### src/rtl/mdio_pkg.sv
package mdio_pkg;

  // Command word layout
  typedef struct packed {
    logic        go;       // 31
    logic        spare;    // 30
    logic [4:0]  reg_dev;  // 29:25
    logic [4:0]  port;     // 24:20
    logic [1:0]  op;       // 19:18
    logic [1:0]  sof;      // 17:16
    logic [15:0] data;     // 15:0
  } mdio_cmd_t;

  localparam int unsigned HDR_BITS = 32;
  localparam int unsigned TA_POS   = 14;  // offset of turnaround inside header
  localparam int unsigned DAT_POS  = 16;  // offset of data inside header

  // Header bits sent after the preamble, MSB first
  function automatic logic [HDR_BITS-1:0] build_hdr(input mdio_cmd_t c);
    logic [1:0] ta;
    ta = c.op[1] ? 2'b00 : 2'b10;
    return {c.sof, c.op, c.port, c.reg_dev, ta, c.data};
  endfunction

endpackage

### src/rtl/mdio_clkgen.sv
module mdio_clkgen #(
  parameter int unsigned CLK_DIV = 4
) (
  input  logic clk,
  input  logic rst_n,
  input  logic run,
  output logic mdc,
  output logic rise_tick,
  output logic fall_tick
);
  localparam int unsigned HALF = CLK_DIV / 2;
  localparam int unsigned CW   = (CLK_DIV > 2) ? $clog2(CLK_DIV) : 1;
  localparam logic [CW-1:0] LAST_V  = CW'(CLK_DIV - 1);
  localparam logic [CW-1:0] HALF_V  = CW'(HALF);
  localparam logic [CW-1:0] HALFM_V = CW'(HALF - 1);

  logic [CW-1:0] cnt_q, cnt_d;
  logic          mdc_q, mdc_d;

  always_comb begin
    cnt_d = '0;
    if (run) begin
      if (cnt_q == LAST_V) cnt_d = '0;
      else                 cnt_d = cnt_q + 1'b1;
    end
    mdc_d = (cnt_d >= HALF_V);
  end

  always_ff @(posedge clk or negedge rst_n) begin
    if (!rst_n) begin
      cnt_q <= '0;
      mdc_q <= 1'b0;
    end else begin
      cnt_q <= cnt_d;
      mdc_q <= mdc_d;
    end
  end

  assign mdc       = mdc_q;
  assign rise_tick = run && (cnt_q == HALFM_V);
  assign fall_tick = run && (cnt_q == LAST_V);

endmodule

### src/rtl/mdio_frame_seq.sv
module mdio_frame_seq
  import mdio_pkg::*;
#(
  parameter int unsigned PRE_BITS = 32
) (
  input  logic                clk,
  input  logic                rst_n,
  input  logic                start,
  input  logic [HDR_BITS-1:0] hdr,
  input  logic                is_read,
  input  logic                rise_tick,
  input  logic                fall_tick,
  input  logic                mdio_i,
  output logic                run,
  output logic                done,
  output logic                mdio_o,
  output logic                mdio_oe,
  output logic [15:0]         rd_data
);
  localparam int unsigned TOTAL = PRE_BITS + HDR_BITS;
  localparam int unsigned BW    = $clog2(TOTAL + 1);
  localparam logic [BW-1:0] TOT_V = BW'(TOTAL);
  localparam logic [BW-1:0] PRE_V = BW'(PRE_BITS);
  localparam logic [BW-1:0] TA_V  = BW'(PRE_BITS + TA_POS);
  localparam logic [BW-1:0] DAT_V = BW'(PRE_BITS + DAT_POS);

  logic                run_q, run_d;
  logic [BW-1:0]       bit_q, bit_d;
  logic [HDR_BITS-1:0] hdr_q, hdr_d;
  logic                rd_q, rd_d;
  logic [15:0]         cap_q, cap_d;
  logic [4:0]          pos;
  logic                hdr_bit;
  logic                in_data;

  assign pos     = 5'(bit_q - PRE_V);
  assign hdr_bit = hdr_q[5'd31 - pos];
  assign in_data = (bit_q >= DAT_V) && (bit_q < TOT_V);
  assign done    = run_q && fall_tick && (bit_q == TOT_V);

  always_comb begin
    run_d = run_q;
    bit_d = bit_q;
    hdr_d = hdr_q;
    rd_d  = rd_q;
    cap_d = cap_q;
    if (start && !run_q) begin
      run_d = 1'b1;
      bit_d = '0;
      hdr_d = hdr;
      rd_d  = is_read;
    end else if (run_q) begin
      if (rise_tick && rd_q && in_data) cap_d = {cap_q[14:0], mdio_i};
      if (done)           run_d = 1'b0;
      else if (fall_tick) bit_d = bit_q + 1'b1;
    end
  end

  always_ff @(posedge clk or negedge rst_n) begin
    if (!rst_n) begin
      run_q <= 1'b0;
      bit_q <= '0;
      hdr_q <= '0;
      rd_q  <= 1'b0;
      cap_q <= '0;
    end else begin
      run_q <= run_d;
      bit_q <= bit_d;
      hdr_q <= hdr_d;
      rd_q  <= rd_d;
      cap_q <= cap_d;
    end
  end

  always_comb begin
    mdio_oe = run_q && (bit_q < TOT_V) && !(rd_q && (bit_q >= TA_V));
    if (!mdio_oe)            mdio_o = 1'b0;
    else if (bit_q < PRE_V)  mdio_o = 1'b1;
    else                     mdio_o = hdr_bit;
  end

  assign run     = run_q;
  assign rd_data = cap_q;

endmodule

### src/rtl/mdio_master.sv
module mdio_master
  import mdio_pkg::*;
#(
  parameter int unsigned CLK_DIV  = 4,
  parameter int unsigned PRE_BITS = 32
) (
  input  logic        clk,
  input  logic        rst_n,
  input  logic        cmd_wr,
  input  logic [31:0] cmd_wdata,
  output logic [31:0] cmd_rdata,
  output logic        mdc,
  output logic        mdio_o,
  output logic        mdio_oe,
  input  logic        mdio_i
);
  logic [1:0]  sync_q;
  logic        rst_sync_n;
  logic [30:0] word_q, word_d;
  logic        busy, done, rise_tick, fall_tick, accept, start;
  logic        rd_pend_q, rd_pend_d;
  logic [15:0] rd_data;
  mdio_cmd_t   wcmd;

  // Asynchronous assert, synchronous release
  always_ff @(posedge clk or negedge rst_n) begin
    if (!rst_n) sync_q <= 2'b00;
    else        sync_q <= {sync_q[0], 1'b1};
  end
  assign rst_sync_n = sync_q[1];

  assign wcmd   = mdio_cmd_t'(cmd_wdata);
  assign accept = cmd_wr && !busy;
  assign start  = accept && wcmd.go;

  always_comb begin
    word_d    = word_q;
    rd_pend_d = rd_pend_q;
    if (accept) begin
      word_d    = cmd_wdata[30:0];
      rd_pend_d = wcmd.go && wcmd.op[1];
    end else if (done) begin
      if (rd_pend_q) word_d[15:0] = rd_data;
      rd_pend_d = 1'b0;
    end
  end

  always_ff @(posedge clk or negedge rst_sync_n) begin
    if (!rst_sync_n) begin
      word_q    <= '0;
      rd_pend_q <= 1'b0;
    end else begin
      word_q    <= word_d;
      rd_pend_q <= rd_pend_d;
    end
  end

  mdio_clkgen #(.CLK_DIV(CLK_DIV)) u_clkgen (
    .clk       (clk),
    .rst_n     (rst_sync_n),
    .run       (busy),
    .mdc       (mdc),
    .rise_tick (rise_tick),
    .fall_tick (fall_tick)
  );

  mdio_frame_seq #(.PRE_BITS(PRE_BITS)) u_seq (
    .clk       (clk),
    .rst_n     (rst_sync_n),
    .start     (start),
    .hdr       (build_hdr(wcmd)),
    .is_read   (wcmd.op[1]),
    .rise_tick (rise_tick),
    .fall_tick (fall_tick),
    .mdio_i    (mdio_i),
    .run       (busy),
    .done      (done),
    .mdio_o    (mdio_o),
    .mdio_oe   (mdio_oe),
    .rd_data   (rd_data)
  );

  assign cmd_rdata = {busy, word_q};

endmodule

### config.mk
export PLATFORM = sky130hd
export DESIGN_NAME = mdio_master
export DESIGN_NICKNAME = d
export VERILOG_FILES = /design/src/rtl/mdio_pkg.sv /design/src/rtl/mdio_clkgen.sv /design/src/rtl/mdio_frame_seq.sv /design/src/rtl/mdio_master.sv
export SDC_FILE = /design/constraint.sdc
export NUM_CORES = 1
export LEC_CHECK = 0
export BUFFER_PORTS_ARGS = -buffer_cell sky130_fd_sc_hd__buf_2
export CORE_MARGIN = 2
export CORE_UTILIZATION = 35
export DETAILED_ROUTE_END_ITERATION = 8
export GPL_TIMING_DRIVEN = 0
export HOLD_SLACK_MARGIN = 0.02
export PLACE_DENSITY_LB_ADDON = 0.1
export SLEW_MARGIN = 10
export SYNTH_ARGS = -nofsm -noshare
export SYNTH_HDL_FRONTEND = slang
export SYNTH_SLANG_ARGS = --single-unit
### constraint.sdc
create_clock -name clk -period 3.6 [get_ports clk]
set_clock_uncertainty 0.1 [all_clocks]
set_input_delay 0.54 -clock clk [delete_from_list [all_inputs] [get_ports clk]]
set_output_delay 0.54 -clock clk [all_outputs]
set_load 0.01 [all_outputs]
==> Word-level counts from Yosys, hierarchy flattened <==
Cells that the tools add are included.
{ "op_classes": {"add_sub_neg": 4, "multipliers": 0, "div_mod_pow": 0, "order_cmp": 6, "eq_ne": 4, "shift": 0, "n_mux": 19, "bitwise_logic": 1, "reduce_logical": 23} }
{ "ops": {"columns": ["op", "count"], "rows": [
  ["2-to-1 mux 16 bit", 3],
  ["2-to-1 mux 7 bit", 4],
  [">= comparator 7 x 6 -> 1 bit, second input constant", 2],
  ["logical AND 1 bit", 14],
  ["2-to-1 mux 1 bit", 8],
  ["nonzero test 2 bit", 4],
  ["adder 7 x 1 -> 7 bit, second input constant", 1],
  ["== test 7 bit, second input constant", 1],
  ["< comparator 7 x 6 -> 1 bit, second input constant", 1],
  ["< comparator 7 bit, second input constant", 1],
  ["< comparator 5 x 6 -> 1 bit, second input constant", 1],
  ["2-to-1 mux 2 bit", 3],
  ["AND reduction 3 bit", 2],
  ["binary-select mux 1 bit (select 5 bit)", 1],
  ["subtractor 5 x 1 -> 5 bit, second input constant", 1],
  ["subtractor 5 bit, first input constant", 1],
  ["adder 2 x 1 -> 2 bit, second input constant", 1],
  ["== test 2 x 1 -> 1 bit, second input constant", 1],
  ["== test 2 bit, second input constant", 1],
  [">= comparator 2 bit, second input constant", 1],
  ["zero test 1 bit", 2],
  ["inequality test 2 x 1 -> 1 bit, second input constant", 1],
  ["AND reduction 2 bit", 1],
  ["NOT 1 bit", 1]
]} }
{ "word_totals": {"regBits": 94, "latchBits": 0, "ram_bits": 0, "romBits": 0, "in_bits": 36, "memories": 0} }

==> Logic depth before layout (Yosys ltp) <==
{ "depth": {"depth_word": 7, "mapped_depth": 10, "ltp_nobuf": 7} }

==> Cells and area by module <==
Synthesis repeated with hierarchy kept, for this count alone.
{ "unflattened": {"hier_cells": 395, "area_unflattened_um2": 4294.1} }
{ "by_module_without_submodules": {"columns": ["module", "n_inst", "cells_per_inst", "area_per_inst_um2", "seq_area_each_um2"], "rows": [
  ["mdio_frame_seq", 1, 258, 2591.2, 1426.4],
  ["mdio_master", 1, 128, 1592.8, 850.8],
  ["mdio_clkgen", 1, 9, 110.1, 50.0]
]} }

==> Worst setup path before layout <==
No wires, ideal clock.
{ "synth_timing": {"path_kind": "flip-flop to output port", "from": "register u_seq.bit_q[1]", "to": "output port mdio_o", "arrival_ns": 1.611, "slack_ns": 1.349, "stages_incl_launch_ff": 6, "path_cell_list": "dfrtp_1 > buf_2 > and3_1 > or2_2 > a31oi_1 > nor3b_1"} }
{ "synth_between": {"elab_cells_between_ends": 13} }
{ "synth_rtl": {"columns": ["element", "line_no", "text"], "rows": [
  ["start: declaration", "mdio_frame_seq.sv:28", "logic [BW-1:0] bit_q, bit_d;"],
  ["start signal: assignment", "mdio_frame_seq.sv:68", "bit_q <= bit_d;"],
  [">= comparator 7 x 6 -> 1 bit", "mdio_frame_seq.sv:76", "mdio_oe = run_q && (bit_q < TOT_V) && !(rd_q && (bit_q >= TA_V));"],
  ["logical AND 1 bit", "mdio_frame_seq.sv:76", null],
  ["zero test 1 bit", "mdio_frame_seq.sv:76", null],
  ["logical AND 1 bit (*)", "mdio_frame_seq.sv:76", null],
  ["via mdio_oe", "mdio_master.sv:14", "output logic mdio_oe,"],
  ["2-to-1 mux 1 bit (*)", "mdio_frame_seq.sv:77", "if (!mdio_oe) mdio_o = 1'b0;"],
  ["end: declaration", "mdio_master.sv:13", "output logic mdio_o,"]
]} }
Mark *: on every way through the listed nets, which the timed path passes. The rest lies on a longest branch. The select of a mux whose other input is x is not followed.

==> Worst setup path after layout <==
{ "layout_timing": {"from": "register u_seq.bit_q[1]", "to": "output port mdio_o"} }
{ "layout_between": {"elab_chain_len": 6, "elab_cells_between_ends": 13} }
{ "layout_lines": {"columns": ["element", "line_no", "text"], "rows": [
  ["subtractor 5 x 1 -> 5 bit", "mdio_frame_seq.sv:36", "assign pos = 5'(bit_q - PRE_V);"],
  ["subtractor 5 bit", "mdio_frame_seq.sv:37", "assign hdr_bit = hdr_q[5'd31 - pos];"],
  ["binary-select mux 1 bit (select 5 bit)", "mdio_frame_seq.sv:37", null],
  ["2-to-1 mux 1 bit (implied by the code)", "mdio_frame_seq.sv:37", null],
  ["2-to-1 mux 1 bit", "mdio_frame_seq.sv:78", "else if (bit_q < PRE_V) mdio_o = 1'b1;"],
  ["2-to-1 mux 1 bit (*)", "mdio_frame_seq.sv:77", null]
]} }
Every way passes the cells marked *; elsewhere a longest branch is shown, timed or not. The select of a mux whose other input is x is not followed.

==> metrics.txt <==
status=completed; Synth top area share=56.7%; Worst Setup SP=u_seq.bit_q[1]; crit path max fanout=10; I/O Pins=71; Worst Path Required=2.96 ns; pwr/cell area=727 nW/um^2; DRT iter0 DRCs=138; share of cells above drive strength 1=27.0%; Antenna Cells=0; dominant cell type by area after synthesis=dfrtp_1; area delta synth->final=20.7%; DRC Markers=0; I/O Buffers=70; Crit Path Class=flip-flop to output port; initial antenna violation count=0; Reg area=2310 um^2; crit-path cells=buf_2, buf_2, mux4_2, nor3b_1, nor4_1, nor3b_1, buf_2; Clock Tree Buf Depth=2; Clock transition at path regs=0.06 ns; vias in the first global route=2978; Async S/R FF share, synth=100%; std cell rows=39; CP most frequent cell=buf_2; DR WL/cell=14.5 um; Gates resized, CTS repair=0; max-cap violations=0; area of the multi-input gates=1620 um^2; # H-tree levels=3; drt total wl=9160 um; FILL cells=1106; die height=112 um; Leakage Power=2.59 nW; Syn Inst Count=401; sequential area share after synthesis=56.7%; full die area=12500 um^2; dpl hpwl=6680 um; Worst Hold Class=flip-flop to async pin; Peak VDD IR=0.300 mV; cts bufs inserted=9; Avg Synthesized Cell Area=10.1 um^2; Fin Setup TNS=0 ns; Mapped Area=4060 um^2; most frequent cell after synthesis=nand2_1; Least-Margin Pin Slew=0.649 ns; clock sinks=92; Worst Path Arrival=2.35 ns; Clock Latency Late Sink=0.34 ns; vias=2930; warnings from Yosys=0; EDFF count, synth=0; grt total ovfl=0; core area=11400 um^2; global-route wire length before repair=15300 um; Relative slew margins=56.5%; critical path startpoint category=flip-flop; worst r2r src=u_seq.bit_q[1]; Worst path slowest cell=nor4_1; Largest delay share family, worst path=buffers and inverters; chip width=112 um; CTS Root Cell=clkbuf_16; kind of end point of the critical path=output port; RePlAce Congestion=0.835; Pre-antenna DRT Iters=4; initial core utilization=35.7%; largest net degree at the start of global routing=51; Final Hold Viols=0; maximum clock rate=334 MHz; Syn Nets=441; Pwr Total=0.00357 W; time the worst path needs with I/O delays and setup=2.99 ns; #FFs+latches synth=92; fin. max-slew vios=0; worst path bufs/invs=3; Post-synth top cells=nand2_1, dfrtp_1, mux2i_1; Critical Path Max Stage Delay=0.38 ns; Antenna Nets Post-Route=0; Final Net Count=524; CTS tree=done; synth top area cells=dfrtp_1, nand2_1, mux2i_1, mux2_2, mux4_2; Top FF cell, synth=dfrtp_1; overall fraction of global-route tracks in use=15.7%; final setup fails=0; unrepaired setup endpoints after global routing=no; post-route clock period utilization=83.2%; vias per inst=4.64; Cell variety after synth=42
==> cell type report <==
| cell class | count | share of cell area (%) |
|---|---|---|
| multi-input combinational | 283 | 33.1 |
| inverter | 4 | 0.306 |
| timing repair buffer | 72 | 7.91 |
| clock inverter | 4 | 0.536 |
| clock buffer | 11 | 4.95 |
| tap | 143 | 3.65 |
| buffer | 22 | 2.55 |
| sequential | 92 | 47.0 |
==> worst register-to-register path, delay by kind of cell (launching register included) <==
family / cells / cell delay (ns)
DFF: 1 / 0.34
and+or+nand+nor: 3 / 0.25
AOI/OAI and AO/OA: 2 / 0.42
adders and majority gates: 1 / 0.20
buffers and inverters: 4 / 0.92
==> flip-flops by register name (all words and copies together) (netlist names) <==
register / flops
u_seq.hdr_q: 31
word_q: 31
u_seq.rd_data: 16
u_seq.bit_q: 7
sync_q: 2
u_clkgen.cnt_q: 2
rd_pend_q: 1
u_clkgen.mdc: 1
u_seq.run: 1
==> report_power, final <==
part           switching [W]  total [W]  leakage, nW  internal, W
clock               0.000384   0.000865        0.131     0.000482
sequential          0.000218    0.00160         1.19      0.00138
combinational       0.000605    0.00110         1.27     0.000499
total                0.00121    0.00357         2.59      0.00236
==> path summary, 6_finish.rpt <==
kind,endpoint,slack [ns],cells past startpoint
setup / recovery,mdio_o,0.61,7
hold reg to reg,word_q[17],0.23,0
hold / removal,word_q[17],0.23,0
setup reg to reg,word_q[15],1.32,10
max in group asynchronous,u_seq.hdr_q[5],2.53,1
min in group clk,sync_q[1],0.25,0
==> per-layer routing <==
layer,global-route usage [%],share of wire [%],up-vias
met4,7.00,1.5,0
met5,0,0,-
met3,3.21,3.5,9
li1,-,-,1477
met1,22.4,50,1386
met2,23.2,45,58
==> what timing repair did <==
action	CTS	global route
hold buffers	1	0
hold endpoints to repair	2	0
setup buffers	0	0
==> through the flow <==
stage	hold WS, ns	util (%)	instances	setup WS [ns]	cell area [um^2]
finish	0.230	43.1	631	0.606	4900
global route	0.258	43.1	631	0.474	4900
CTS	0.257	43.1	631	0.603	4900
detailed placement	0.226	40.7	615	0.978	4620
global placement	0.225	40.4	614	-0.441	4590
floorplan	0.144	-	401	0.748	4060
==> cells by family after synthesis <==
group | share of synthesized area, %
DFF | 56.7
buffers and inverters | 3.45
and+or+nand+nor | 20.4
other | 0.0923
muxes | 11.8
AOI/OAI and AO/OA | 5.24
xor gates and xnor gates | 1.08
adders and majority gates | 1.23
==> cells in the final DEF, fill, tap and decap left out, types with 3 or more instances in the layout <==
cell type	n
nand2b_1	3
inv_1	4
a21oi_1	3
nor2_1	9
o21ai_1	11
o21ai_0	4
nor2b_1	5
buf_4	4
clkbuf_16	9
clkbuf_1	6
o21ai_2	5
dfrtp_1	91
mux2i_1	21
ha_1	4
nand3_1	3
nor3b_1	3
nand2_1	162
or3_1	3
xor2_1	3
mux2_2	16
buf_2	80
mux4_2	4
(Power assumes the default switching activity.)
